==> config.mk <==
export PLATFORM = sky130hd
export DESIGN_NAME = trap_entry_ctrl
export DESIGN_NICKNAME = d
export VERILOG_FILES = /design/src/rtl/trap_pkg.sv /design/src/rtl/trap_cause_fix.sv /design/src/rtl/trap_deleg_sel.sv /design/src/rtl/trap_status_upd.sv /design/src/rtl/trap_entry_ctrl.sv
export SDC_FILE = /design/constraint.sdc
export NUM_CORES = 1
export LEC_CHECK = 0
export ABC_AREA = 1
export BUFFER_PORTS_ARGS = -buffer_cell sky130_fd_sc_hd__clkbuf_2
export CAP_MARGIN = 20
export CORE_AREA = 2 2 158 160
export DETAILED_ROUTE_END_ITERATION = 16
export DIE_AREA = 0 0 160 162
export PLACE_DENSITY = 0.66
export SLEW_MARGIN = 25
export SYNTH_ARGS = -nofsm -noshare
export SYNTH_HDL_FRONTEND = slang
export SYNTH_SLANG_ARGS = --single-unit
==> constraint.sdc <==
create_clock -name clk -period 4.38 [get_ports clk]
set_input_delay 0.876 -clock clk [delete_from_list [all_inputs] [get_ports clk]]
set_output_delay 0.876 -clock clk [all_outputs]
set_load 0.02 [all_outputs]
==> src/rtl/trap_pkg.sv <==
package trap_pkg;

    typedef enum logic [1:0] {
        PRIV_U   = 2'd0,
        PRIV_S   = 2'd1,
        PRIV_RSV = 2'd2,
        PRIV_M   = 2'd3
    } priv_e;

    typedef enum logic {
        ST_IDLE   = 1'b0,
        ST_COMMIT = 1'b1
    } seq_e;

    // status word bit positions decoded by neighbouring logic
    localparam int SB_SIE    = 1;
    localparam int SB_MIE    = 3;
    localparam int SB_SPIE   = 5;
    localparam int SB_MPIE   = 7;
    localparam int SB_SPP    = 8;
    localparam int SB_MPP_LO = 11;

    // resolved exception codes
    localparam int EC_FETCH_MISAL = 0;
    localparam int EC_FETCH_ACC   = 1;
    localparam int EC_LOAD_MISAL  = 4;
    localparam int EC_LOAD_ACC    = 5;
    localparam int EC_STORE_MISAL = 6;
    localparam int EC_STORE_ACC   = 7;
    localparam int EC_ENV_BASE    = 8;
    localparam int EC_FETCH_PF    = 12;
    localparam int EC_LOAD_PF     = 13;
    localparam int EC_STORE_PF    = 15;

endpackage

==> src/rtl/trap_cause_fix.sv <==
module trap_cause_fix
    import trap_pkg::*;
#(
    parameter int XLEN   = 32,
    parameter int CODE_W = 5
) (
    input  logic              irq,
    input  logic [CODE_W-1:0] raw_code,
    input  logic              xlat_fail,
    input  logic [1:0]        xlat_kind,
    input  logic              paging_on,
    input  logic [1:0]        cur_priv,
    output logic [CODE_W-1:0] eff_code,
    output logic [XLEN-1:0]   cause_word,
    output logic              need_tval
);
    localparam int NCODES = 2 ** CODE_W;

    function automatic logic [NCODES-1:0] tval_codes_f();
        logic [NCODES-1:0] m;
        m = '0;
        m[EC_FETCH_MISAL] = 1'b1;
        m[EC_FETCH_ACC]   = 1'b1;
        m[EC_LOAD_MISAL]  = 1'b1;
        m[EC_LOAD_ACC]    = 1'b1;
        m[EC_STORE_MISAL] = 1'b1;
        m[EC_STORE_ACC]   = 1'b1;
        m[EC_FETCH_PF]    = 1'b1;
        m[EC_LOAD_PF]     = 1'b1;
        m[EC_STORE_PF]    = 1'b1;
        return m;
    endfunction

    localparam logic [NCODES-1:0] TVAL_CODES = tval_codes_f();

    logic [CODE_W-1:0] xlat_code;

    always_comb begin
        unique case (xlat_kind)
            2'd0:    xlat_code = paging_on ? CODE_W'(EC_FETCH_PF) : CODE_W'(EC_FETCH_ACC);
            2'd1:    xlat_code = paging_on ? CODE_W'(EC_LOAD_PF)  : CODE_W'(EC_LOAD_ACC);
            default: xlat_code = paging_on ? CODE_W'(EC_STORE_PF) : CODE_W'(EC_STORE_ACC);
        endcase
    end

    always_comb begin
        if (irq) begin
            eff_code = raw_code;
        end else if (xlat_fail) begin
            eff_code = xlat_code;
        end else if (raw_code == CODE_W'(EC_ENV_BASE)) begin
            eff_code = CODE_W'(EC_ENV_BASE) + CODE_W'(cur_priv);
        end else begin
            eff_code = raw_code;
        end
    end

    always_comb begin
        cause_word               = '0;
        cause_word[CODE_W-1:0]   = eff_code;
        cause_word[XLEN-1]       = irq;
    end

    assign need_tval = !irq && TVAL_CODES[eff_code];

endmodule

==> src/rtl/trap_deleg_sel.sv <==
module trap_deleg_sel
    import trap_pkg::*;
#(
    parameter int XLEN   = 32,
    parameter int CODE_W = 5
) (
    input  logic              irq,
    input  logic [CODE_W-1:0] eff_code,
    input  logic [1:0]        cur_priv,
    input  logic [XLEN-1:0]   exc_deleg,
    input  logic [XLEN-1:0]   irq_deleg,
    output logic              to_super
);
    logic [XLEN-1:0] mask;
    logic            low_priv;

    assign mask     = irq ? irq_deleg : exc_deleg;
    assign low_priv = (cur_priv == PRIV_U) || (cur_priv == PRIV_S);
    assign to_super = low_priv && mask[eff_code];

endmodule

==> src/rtl/trap_status_upd.sv <==
module trap_status_upd
    import trap_pkg::*;
#(
    parameter int XLEN = 32
) (
    input  logic [XLEN-1:0] status_in,
    input  logic [1:0]      cur_priv,
    input  logic            to_super,
    output logic [XLEN-1:0] status_out
);
    always_comb begin
        status_out = status_in;
        if (to_super) begin
            status_out[SB_SPIE] = status_in[SB_SIE];
            status_out[SB_SPP]  = cur_priv[0];
            status_out[SB_SIE]  = 1'b0;
        end else begin
            status_out[SB_MPIE]              = status_in[SB_MIE];
            status_out[SB_MPP_LO+1:SB_MPP_LO] = cur_priv;
            status_out[SB_MIE]               = 1'b0;
        end
    end

endmodule

==> src/rtl/trap_entry_ctrl.sv <==
module trap_entry_ctrl
    import trap_pkg::*;
#(
    parameter  int XLEN   = 32,
    localparam int CODE_W = $clog2(XLEN)
) (
    input  logic              clk,
    input  logic              rst_n,
    input  logic              trap_req,
    input  logic              trap_irq,
    input  logic [CODE_W-1:0] trap_code,
    input  logic              xlat_fail,
    input  logic [1:0]        xlat_kind,
    input  logic              paging_on,
    input  logic [XLEN-1:0]   fault_addr,
    input  logic [XLEN-1:0]   cur_pc,
    input  logic [1:0]        cur_priv,
    input  logic [XLEN-1:0]   status_in,
    input  logic [XLEN-1:0]   exc_deleg,
    input  logic [XLEN-1:0]   irq_deleg,
    input  logic [XLEN-1:0]   s_vec,
    input  logic [XLEN-1:0]   m_vec,
    output logic              busy,
    output logic              done,
    output logic [XLEN-1:0]   next_pc,
    output logic [1:0]        next_priv,
    output logic [XLEN-1:0]   next_status,
    output logic [XLEN-1:0]   cause_val,
    output logic [XLEN-1:0]   epc_val,
    output logic [XLEN-1:0]   tval_val,
    output logic              wr_s_cause,
    output logic              wr_s_epc,
    output logic              wr_s_tval,
    output logic              wr_m_cause,
    output logic              wr_m_epc,
    output logic              wr_m_tval
);
    localparam logic [XLEN-1:0] VEC_MASK = ~XLEN'(3);

    seq_e              state_q, state_d;
    logic              accept;
    logic [CODE_W-1:0] eff_code;
    logic [XLEN-1:0]   cause_word;
    logic              need_tval;
    logic              to_super;
    logic [XLEN-1:0]   status_new;

    trap_cause_fix #(.XLEN(XLEN), .CODE_W(CODE_W)) u_cause (
        .irq        (trap_irq),
        .raw_code   (trap_code),
        .xlat_fail  (xlat_fail),
        .xlat_kind  (xlat_kind),
        .paging_on  (paging_on),
        .cur_priv   (cur_priv),
        .eff_code   (eff_code),
        .cause_word (cause_word),
        .need_tval  (need_tval)
    );

    trap_deleg_sel #(.XLEN(XLEN), .CODE_W(CODE_W)) u_deleg (
        .irq       (trap_irq),
        .eff_code  (eff_code),
        .cur_priv  (cur_priv),
        .exc_deleg (exc_deleg),
        .irq_deleg (irq_deleg),
        .to_super  (to_super)
    );

    trap_status_upd #(.XLEN(XLEN)) u_status (
        .status_in  (status_in),
        .cur_priv   (cur_priv),
        .to_super   (to_super),
        .status_out (status_new)
    );

    assign accept = trap_req && (state_q == ST_IDLE);

    // sequencer: next state
    always_comb begin
        state_d = state_q;
        unique case (state_q)
            ST_IDLE:   if (trap_req) state_d = ST_COMMIT;
            ST_COMMIT: state_d = ST_IDLE;
            default:   state_d = ST_IDLE;
        endcase
    end

    // sequencer: state register
    always_ff @(posedge clk or negedge rst_n) begin
        if (!rst_n) state_q <= ST_IDLE;
        else        state_q <= state_d;
    end

    assign busy = (state_q == ST_COMMIT);

    // result register, loaded on accept
    always_ff @(posedge clk or negedge rst_n) begin
        if (!rst_n) begin
            done        <= 1'b0;
            next_pc     <= '0;
            next_priv   <= PRIV_M;
            next_status <= '0;
            cause_val   <= '0;
            epc_val     <= '0;
            tval_val    <= '0;
            wr_s_cause  <= 1'b0;
            wr_s_epc    <= 1'b0;
            wr_s_tval   <= 1'b0;
            wr_m_cause  <= 1'b0;
            wr_m_epc    <= 1'b0;
            wr_m_tval   <= 1'b0;
        end else begin
            done       <= accept;
            wr_s_cause <= accept && to_super;
            wr_s_epc   <= accept && to_super;
            wr_s_tval  <= accept && to_super && need_tval;
            wr_m_cause <= accept && !to_super;
            wr_m_epc   <= accept && !to_super;
            wr_m_tval  <= accept && !to_super && need_tval;
            if (accept) begin
                next_pc     <= (to_super ? s_vec : m_vec) & VEC_MASK;
                next_priv   <= to_super ? PRIV_S : PRIV_M;
                next_status <= status_new;
                cause_val   <= cause_word;
                epc_val     <= cur_pc;
                tval_val    <= fault_addr;
            end
        end
    end

    a_r1_quiet_when_idle: assert property (@(posedge clk) disable iff (!rst_n)
        !done |-> !(wr_s_cause || wr_s_epc || wr_s_tval || wr_m_cause || wr_m_epc || wr_m_tval));

    a_r2_accept_done: assert property (@(posedge clk) disable iff (!rst_n)
        (trap_req && !busy) |=> (done && busy));

    a_r2_single_pulse: assert property (@(posedge clk) disable iff (!rst_n)
        done |=> !done);

    a_r2_holdoff: assert property (@(posedge clk) disable iff (!rst_n)
        (busy && trap_req) |=> !done);

    a_r6_one_target: assert property (@(posedge clk) disable iff (!rst_n)
        done |-> (wr_s_cause != wr_m_cause));

    a_r6_machine_stays: assert property (@(posedge clk) disable iff (!rst_n)
        (trap_req && !busy && cur_priv == PRIV_M) |=> (wr_m_cause && !wr_s_cause));

    a_r7_super_entry: assert property (@(posedge clk) disable iff (!rst_n)
        (done && wr_s_cause) |-> (next_priv == PRIV_S && wr_s_epc && !next_status[SB_SIE]
                                  && next_pc[1:0] == 2'b00));

    a_r8_machine_entry: assert property (@(posedge clk) disable iff (!rst_n)
        (done && wr_m_cause) |-> (next_priv == PRIV_M && wr_m_epc && !next_status[SB_MIE]
                                  && next_pc[1:0] == 2'b00));

    a_r9_no_tval_irq: assert property (@(posedge clk) disable iff (!rst_n)
        (done && cause_val[XLEN-1]) |-> !(wr_s_tval || wr_m_tval));

endmodule

**Yosys cells after proc, flatten, opt, wreduce, memory -nomap -nowiden**

Memories as Yosys holds them, arrays and structs flattened.
Index checks and enable logic that the tools add are counted.

- Register bits after elaboration: 140
- Memory bits (read-only): 32
- Output and inout bits: 170
- Word-level logic and storage cells: 52
- Memories: 1

Memory list:

| name | words | bits a word | rd ports | clocked after Yosys merged registers in | write ports | line | source |
|---|---|---|---|---|---|---|---|
| (name not given) | 32 | 1 | 1 | 0 | 0 | trap_cause_fix.sv:64 | `assign need_tval = !irq && TVAL_CODES[eff_code];` |

- Add/sub/neg operators: 1
- Order comparisons: 1
- Eq/ne operators: 3
- Multiplexer cells: 21
- Bitwise logic cells: 1
- Reduce and logical (&&, ||, !) cells: 12

Operators by type and width:

| operator | count |
|---|---|
| $mux W32 | 2 |
| $mux W5 | 3 |
| $mux W4 | 3 |
| $pmux W5 S2 | 1 |
| $mux W1 | 8 |
| $logic_and A1 B1 Y1 | 7 |
| $lt A5 B6 Y1 const B | 1 |
| $add A4 B2 Y5 const A | 1 |
| $bmux W1 S5 | 1 |
| $eq A5 B4 Y1 const B | 1 |
| $eq A2 B1 Y1 const B | 2 |
| $logic_not A2 Y1 | 2 |
| $mux W2 | 2 |
| $logic_not A1 Y1 | 2 |
| $pmux W1 S2 | 1 |
| $logic_or A1 B1 Y1 | 1 |
| $not A1 Y1 | 1 |

**Depth between registers and ports, before layout**

Gate-level depths: netlist of run 1.

- Depth in word-level cells: 10
- Mapped depth: 17
- Gate-level depth less buffers: 16

**Modules after synthesis**

From an unflattened synthesis of run 1, not the netlist that was laid out.

- Cell total of the unflattened synthesis: 1057
- Area total of the unflattened synthesis: 7923.8 µm²

By module, submodules not included:

| module | times used | cells each | area each (µm²) | sequential area each (µm²) |
|---|---|---|---|---|
| trap_entry_ctrl | 1 | 788 | 6523.8 | 4105.2 |
| trap_deleg_sel | 1 | 152 | 703.2 | 0.0 |
| trap_cause_fix | 1 | 71 | 429.2 | 0.0 |
| trap_status_upd | 1 | 46 | 267.8 | 0.0 |

**Worst setup path after synthesis of run 1**

Ideal clock, no wire load.

- Path kind: in2reg
- Start: input port xlat_kind[0]
- End: register next_pc[23]
- Setup time: 0.125 ns
- Data arrival time: 2.296 ns
- Setup slack: 1.960 ns
- Stages: 14
- Path buffers: 2
- Cell sequence: nor2_1 a21oi_2 nand2_4 nand2_4 buf_6 o21ai_1 nand3_1 nand3_1 nand3_1 nand3_2 nand3_2 buf_4 nand3_1 nand3_1

- Word-level cells in the longest chain between the ends: 8

Ends and longest elaborated chain:

| item | line | source |
|---|---|---|
| from (decl) | trap_entry_ctrl.sv:13 | `input logic [1:0] xlat_kind,` |
| $eq A2 B1 Y1 / $logic_not A2 Y1 (equally long branches) | trap_cause_fix.sv:39 | `unique case (xlat_kind)` |
| $pmux W5 S2 (*) | trap_cause_fix.sv:39 |  |
| $mux W5 (*) | trap_cause_fix.sv:49 | `end else if (xlat_fail) begin` |
| $mux W5 (*) | trap_cause_fix.sv:47 | `if (irq) begin` |
| $bmux W1 S5 (*) | trap_deleg_sel.sv:19 | `assign to_super = low_priv && mask[eff_code];` |
| $mux W1 (not written as such) (*) | trap_deleg_sel.sv:19 |  |
| $logic_and A1 B1 Y1 (*) | trap_deleg_sel.sv:19 |  |
| $mux W32 (*) | trap_entry_ctrl.sv:121 | `next_pc <= (to_super ? s_vec : m_vec) & VEC_MASK;` |
| to (signal assigned) | trap_entry_ctrl.sv:121 |  |
| to (decl) | trap_entry_ctrl.sv:25 | `output logic [XLEN-1:0] next_pc,` |

Every way passes the cells marked *; elsewhere a longest branch is shown, timed or not. The select of a mux whose other input is x is not followed.
A chain may end at the register's enable or synchronous reset.

**Worst setup path after layout of run 1**

- Start: input port trap_irq
- End: register next_status[1]

- Word-level cells in the longest chain between the ends: 5

Ends and longest elaborated chain:

| item | line | source |
|---|---|---|
| from (decl) | trap_entry_ctrl.sv:10 | `input logic trap_irq,` |
| $mux W32 / $mux W5 (equally long branches) | trap_deleg_sel.sv:17, trap_cause_fix.sv:47 |  |
| $bmux W1 S5 (*) | trap_deleg_sel.sv:19 |  |
| $mux W1 (not written as such) (*) | trap_deleg_sel.sv:19 |  |
| $logic_and A1 B1 Y1 (*) | trap_deleg_sel.sv:19 |  |
| $mux W1 (*) | trap_status_upd.sv:13 | `if (to_super) begin` |
| to (signal assigned) | trap_entry_ctrl.sv:123 | `next_status <= status_new;` |
| to (decl) | trap_entry_ctrl.sv:27 | `output logic [XLEN-1:0] next_status,` |

Marks and branches as above.

==> results of run 1 <==
-- metal layers --
metal	vias up	track usage [%]	wire, microns	part of all wire (%)
li1	3216	-	-	-
met1	2896	20.0	9120	44
met2	252	27.4	10200	49
met3	20	3.86	1310	6.3
met4	0	4.87	293	1.4
met5	-	0	0	0
-- layout make-up --
type                       instances  area (sq um)  share of cell area [%]
multi-input combinational        596          2690                    29.3
clock buffer                      18           439                    4.78
sequential                       138          3450                    37.6
clock inverter                    13           180                    1.96
timing repair buffer             381          1940                    21.1
inverter                          17          68.8                   0.750
tap                              324           405                    4.42
-- power by group --
| part | total [uW] | internal (uW) | switching [uW] |
|---|---|---|---|
| clock | 1530 | 926 | 599 |
| sequential | 1560 | 1460 | 101 |
| combinational | 982 | 328 | 653 |
-- per-stage QoR --
| stage | total power (uW) | worst slack [ns] | hold slack [ns] |
|---|---|---|---|
| 3_3_place_gp | 2550 | 0.719 | 0.453 |
| 2_1_floorplan | 2180 | 1.96 | 0.501 |
| 6_report | 4070 | 1.09 | 0.468 |
| 5_1_grt | 4300 | 0.810 | 0.489 |
| 3_5_place_dp | 2570 | 0.662 | 0.457 |
| 4_1_cts | 4140 | 1.12 | 0.473 |
-- path summary, 6_finish.rpt --
path	from	endpoint	slack, ns	depth (start not counted)
max in group asynchronous	rst_n	next_priv[1]	2.93	2
min in group asynchronous	rst_n	next_pc[12]	0.48	1
hold / removal	next_status[19]	next_status[19]	0.47	2
hold reg to reg	next_status[19]	next_status[19]	0.47	2
setup / recovery	trap_irq	next_status[1]	1.09	17
setup reg to reg	done	next_pc[19]	2.47	4
-- flip-flops by register name (all words and copies together) (netlist names) --
register and count:
epc_val 32, next_status 32, tval_val 32, next_pc 30, cause_val 6, done 1
next_priv 1, wr_m_epc 1, wr_m_tval 1, wr_s_epc 1, wr_s_tval 1
-- critical path, stage by stage --
cell      delay (ns)
clkbuf_2        0.17
inv_2           0.23
nand2_4         0.10
inv_2           0.08
nor2_2          0.03
nand2_1         0.07
o21ai_2         0.16
inv_2           0.19
nand3_1         0.11
nand3_1         0.08
nand3_1         0.12
nand3_2         0.13
nand3_2         0.68
nand2_1         0.38
inv_2           0.07
nand2_1         0.06
nand2_1         0.04
-- cells in the final DEF, fill, tap and decap left out, types with 6 or more instances in the layout --
master	instances
clkbuf_16	17
clkbuf_2	374
conb_1	29
dfrtp_1	137
inv_1	11
inv_6	6
mux2i_1	23
nand2_1	342
nand3_1	144
nor2_1	23
o21ai_0	10
-- cells by family after synthesis --
kind of cell           count (synthesis)
buffers and inverters                 97
multiplexers                          23
other                                  2
AO/OA/AOI/OAI                         19
flip-flops                           138
AND/OR/NAND/NOR                      525
==> reports/qor.yml, run 1 <==
outcome: "complete, no violations"
end_kind: "flop"
vias: 6384
synth_top_area_share_pct: 52.0
period_share_pct: 75.1
clock-skew-final_ns: 0.0101
port_buffers: 375
rsz0062_at_grt: "no"
dp_cells: 1456
ys_ff_latch: 138
power_density_mw_per_mm2: 443
grt_max_degree: 97
instances_no_fill: 1487
grt_pass1_wl_mm: 32.9
fp.coreArea_sq_mm: 0.0241
yosys.area_share.simple_pct: 33.8
fin_setup_tns_ns: 0
grt_overflow: 0
fin_area_sq_mm: 0.00918
synth-main-ff-cell: "dfrtp_1"
wl_mm: 20.9
dieArea_sq_mm: 0.0259
cts-buffers-inserted: 17
grt_use_total_pct: 16.0
htreeDepth: 4
antenna_found_initial: 0
dp_hpwl_mm: 15.3
initial_core_util_pct: 27.3
yosys-top-cells-count: "342 x nand2_1, 144 x nand3_1, 137 x dfrtp_1"
synth-seq-area-share_pct: 52.4
yosys.area.top_type: "dfrtp_1"
clk_pin_slew_ns: 0.06
synth_top_family_by_area: "simple AND/OR/NAND/NOR gates"
synth_warnings: 0
diodes: 0
synth_area_leaders: "dfrtp_1 52%, nand2_1 19%, nand3_1 11%"
cts_tree: "yes"
first_pass_iters: 5
async_flop_share_pct: 100
synthMuxAreaShare_pct: 3.49
yosysMostFrequentCell: "nand2_1"
syn-cell-area_sq_mm: 0.00659
post_cts_resized: 0
clockBufferDepth: 2
synth_cell_types: 30
final_util_pct: 38.1
cts.sinks: 138
cts_hold_buf: 0
slew_violations: 0
ant_nets: 0
final_net_count: 1390
synth_edf_count: 0
path_class: "input pin to flop"
wl_per_cell_microns: 14.0
drtIter0Drc: 370
worstSetupStartpointType: "input pin"
arrival_ns: 3.59
synth_cells: 804
dpl_cell_area_sq_mm: 0.00856
cts_root_buf: "clkbuf_16"
die_h_microns: 162
holdCritPathClass: "flop to flop"
layout-drive-gt1-share_pct: 37.3
cap_violations: 0
fmax_mhz: 304
cp_data_required_time_ns: 4.68
synth_xor_area_share_pct: 0
fill_cells: 2551
ir_drop_v: 0.000194
postSynthAreaPerCell_sq_um: 8.20
crit_fanout: 37
setup_viol: 0
synth-compound-area-share_pct: 1.78
max-slew-margin-rel_pct: 41.1
die_width_microns: 160
yosys.area_share.adder_pct: 0
postCtsSetupRepairBufs: 0
row_count: 57
hold_violations: 0
grt_pass1_vias: 6300
pin_count: 409
fin_crit_ns: 3.29
leakage_uw: 0.00528
syn_to_final_growth_pct: 39.2
drc_errors: 0
clk_latency_ns: 0.42
tightest_slew_ns: 0.882
place_congestion: 0.854
viasPerCell: 4.29
Power figures use the tool's default switching activity.
==> run 2, diff against run 1 <==
- clock period: 4.38 -> 3.4 ns (I/O delays scaled with it)
==> reports/qor.yml, run 2 (synthesis gave the netlist of run 1 again) <==
outcome: "complete, no violations"  # unchanged
period_share_pct: 75.9
antenna_found_initial: 0  # unchanged
fin_crit_ns: 2.58
final_net_count: 1392  # was 1,390
diodes: 0  # unchanged
end_kind: "flop"  # unchanged
cts_tree: "yes"  # unchanged
syn_to_final_growth_pct: 39.6  # was 39.2%
drtIter0Drc: 346  # was 370
slowest_stage: "nor2_8"  # was nand3_2
setup_viol: 0  # unchanged
dp_hpwl_mm: 15.2  # was 15.3 mm
cp_top_family: "simple AND/OR/NAND/NOR gates"  # unchanged
fp.coreArea_sq_mm: 0.0241  # unchanged
cts-buffers-inserted: 17  # unchanged
regToRegEndpoint: "next_status[1]"  # was next_pc[19]
wl_per_cell_microns: 13.9  # was 14.0 microns
grt_overflow: 0  # unchanged
fmax_mhz: 388
final_cell_mix: "374 x clkbuf_2, 342 x nand2_1, 144 x nand3_1, 137 x dfrtp_1, 29 x conb_1"  # unchanged
max_stage_delay_ns: 0.39  # was 0.68 ns
postCtsSetupRepairBufs: 0  # unchanged
cts_root_buf: "clkbuf_16"  # unchanged
cap_violations: 0  # unchanged
cts_hold_buf: 0  # unchanged
post_cts_resized: 0  # unchanged
cp_data_required_time_ns: 3.74  # was 4.68 ns
cpMostUsedCell: "nand3_1"
holdCritPathClass: "input pin to async pin"  # was flop to flop
crit_fanout: 34  # was 37
power_density_mw_per_mm2: 563  # was 443 mW/mm^2
die_h_microns: 162  # unchanged
clk_latency_ns: 0.41  # was 0.42 ns
first_pass_iters: 6  # was 5
grt_pass1_wl_mm: 32.7  # was 32.9 mm
pin_count: 409  # unchanged
dieArea_sq_mm: 0.0259  # unchanged
drc_errors: 0  # unchanged
cts.sinks: 138  # unchanged
htreeDepth: 4  # unchanged
reg2reg_from: "done"  # unchanged
critPathBufInv: 4  # was 5
top_regs: "epc_val: 32 flops, next_status: 32 flops, tval_val: 32 flops"  # unchanged
path_class: "input pin to flop"  # unchanged
final_common_cell: "clkbuf_2"  # unchanged
leakage_uw: 0.00529  # was 0.00528 uW
ant_nets: 0  # unchanged
vias: 6506  # was 6,384
clockBufferDepth: 2  # unchanged
place_congestion: 0.870  # was 0.854
viasPerCell: 4.37  # was 4.29
fill_cells: 2531  # was 2,551
layout-drive-gt1-share_pct: 37.4  # was 37.3%
initial_core_util_pct: 27.3  # unchanged
finalPower_uw: 5180  # was 4070 uW
die_width_microns: 160  # unchanged
reg2reg_slack_ns: 1.59  # was 2.47 ns
cp-startpoint: "trap_irq"  # unchanged
slew_violations: 0  # unchanged
grt_max_degree: 164  # was 97
hold_violations: 0  # unchanged
worstSetupStartpointType: "input pin"  # unchanged
worst-path-stages: 16  # was 17
clk_pin_slew_ns: 0.07  # was 0.06 ns
arrival_ns: 2.92  # was 3.59 ns
r2r_cells: 6  # was 4
rsz0062_at_grt: "no"  # unchanged
path_cells: "clkbuf_2 > inv_2 > nand2_4 > inv_2 > nor2_2 > nand2_1 > o21ai_2 > inv_2 > nand3_1 > nand3_1 > nand3_1 > nand3_2 > nand2_2 > nor2_8 > nand3_1 > nand3_1"  # was clkbuf_2 > inv_2 > nand2_4 > inv_2 > nor2_2 > nand2_1 > o21ai_2 > inv_2 > nand3_1 > nand3_1 > nand3_1 > nand3_2 > nand3_2 > nand2_1 > inv_2 > nand2_1 > nand2_1
grt_pass1_vias: 6235  # was 6,300
crit_path_end: "next_pc[19]"  # was next_status[1]
wl_mm: 20.8  # was 20.9 mm
grt_use_total_pct: 15.7  # was 16.0%
port_buffers: 375  # unchanged
tightest_slew_ns: 0.686  # was 0.882 ns
clock-skew-final_ns: 0.00865  # was 0.0101 ns
fin_setup_tns_ns: 0  # unchanged
ir_drop_v: 0.000262  # was 0.000194 V
row_count: 57  # unchanged
max-slew-margin-rel_pct: 54.3  # was 41.1%
==> run 2: changes by cell type in the layout (fill, tap and decap cells not counted), sizes merged <==
cell	before	now
bufinv	3	2
clkinv	1	3
clkbuf	392	391
buf	7	9
==> run 2: worst min-delay path by stage <==
stage	endpoint	slack, ns	depth (start not counted)
after floorplan	cause_val[0]	0.38	0
after global placement	next_status[10]	0.45	2
after detailed placement	tval_val[22]	0.46	2
after CTS	next_status[31]	0.24	1
after global routing	next_pc[15]	0.25	1
final	epc_val[31]	0.22	1
==> run 2: through the flow <==
stage | worst slack [ns] | cells | area [sq um] | utilization (%) | hold WS (ns)
3_5_place_dp | 0.434 | 1458 | 8610 | 35.7 | 0.457
4_1_cts | 0.868 | 1489 | 9200 | 38.2 | 0.237
3_3_place_gp | 0.507 | 1458 | 8610 | 35.7 | 0.454
2_1_floorplan | 1.18 | 831 | 6690 | - | 0.384
5_1_grt | 0.604 | 1489 | 9200 | 38.2 | 0.253
6_report | 0.820 | 1489 | 9200 | 38.2 | 0.222
==> run 2: area by class of cell <==
cell class                 count  area [sq um]  area share (%)
clock buffer                  17           425            4.62
clock inverter                14           164            1.78
inverter                      17          66.3           0.721
multi-input combinational    596          2690            29.3
sequential                   138          3450            37.5
tap                          324           405            4.41
timing repair buffer         383          1990            21.7
==> run 2: per-layer routing <==
layer	routed length [microns]	share of wire [%]	up-vias	track usage [%]
met4	303	1.5	0	4.46
met1	8910	43	2974	20.0
met2	10000	48	298	26.7
li1	-	-	3207	-
met3	1530	7.4	27	3.80
met5	0	0	-	0
==> run 2: power breakdown <==
| part | switching (uW) | internal (uW) | total (uW) |
|---|---|---|---|
| sequential | 128 | 1880 | 2010 |
| clock | 798 | 1100 | 1900 |
| combinational | 844 | 433 | 1280 |
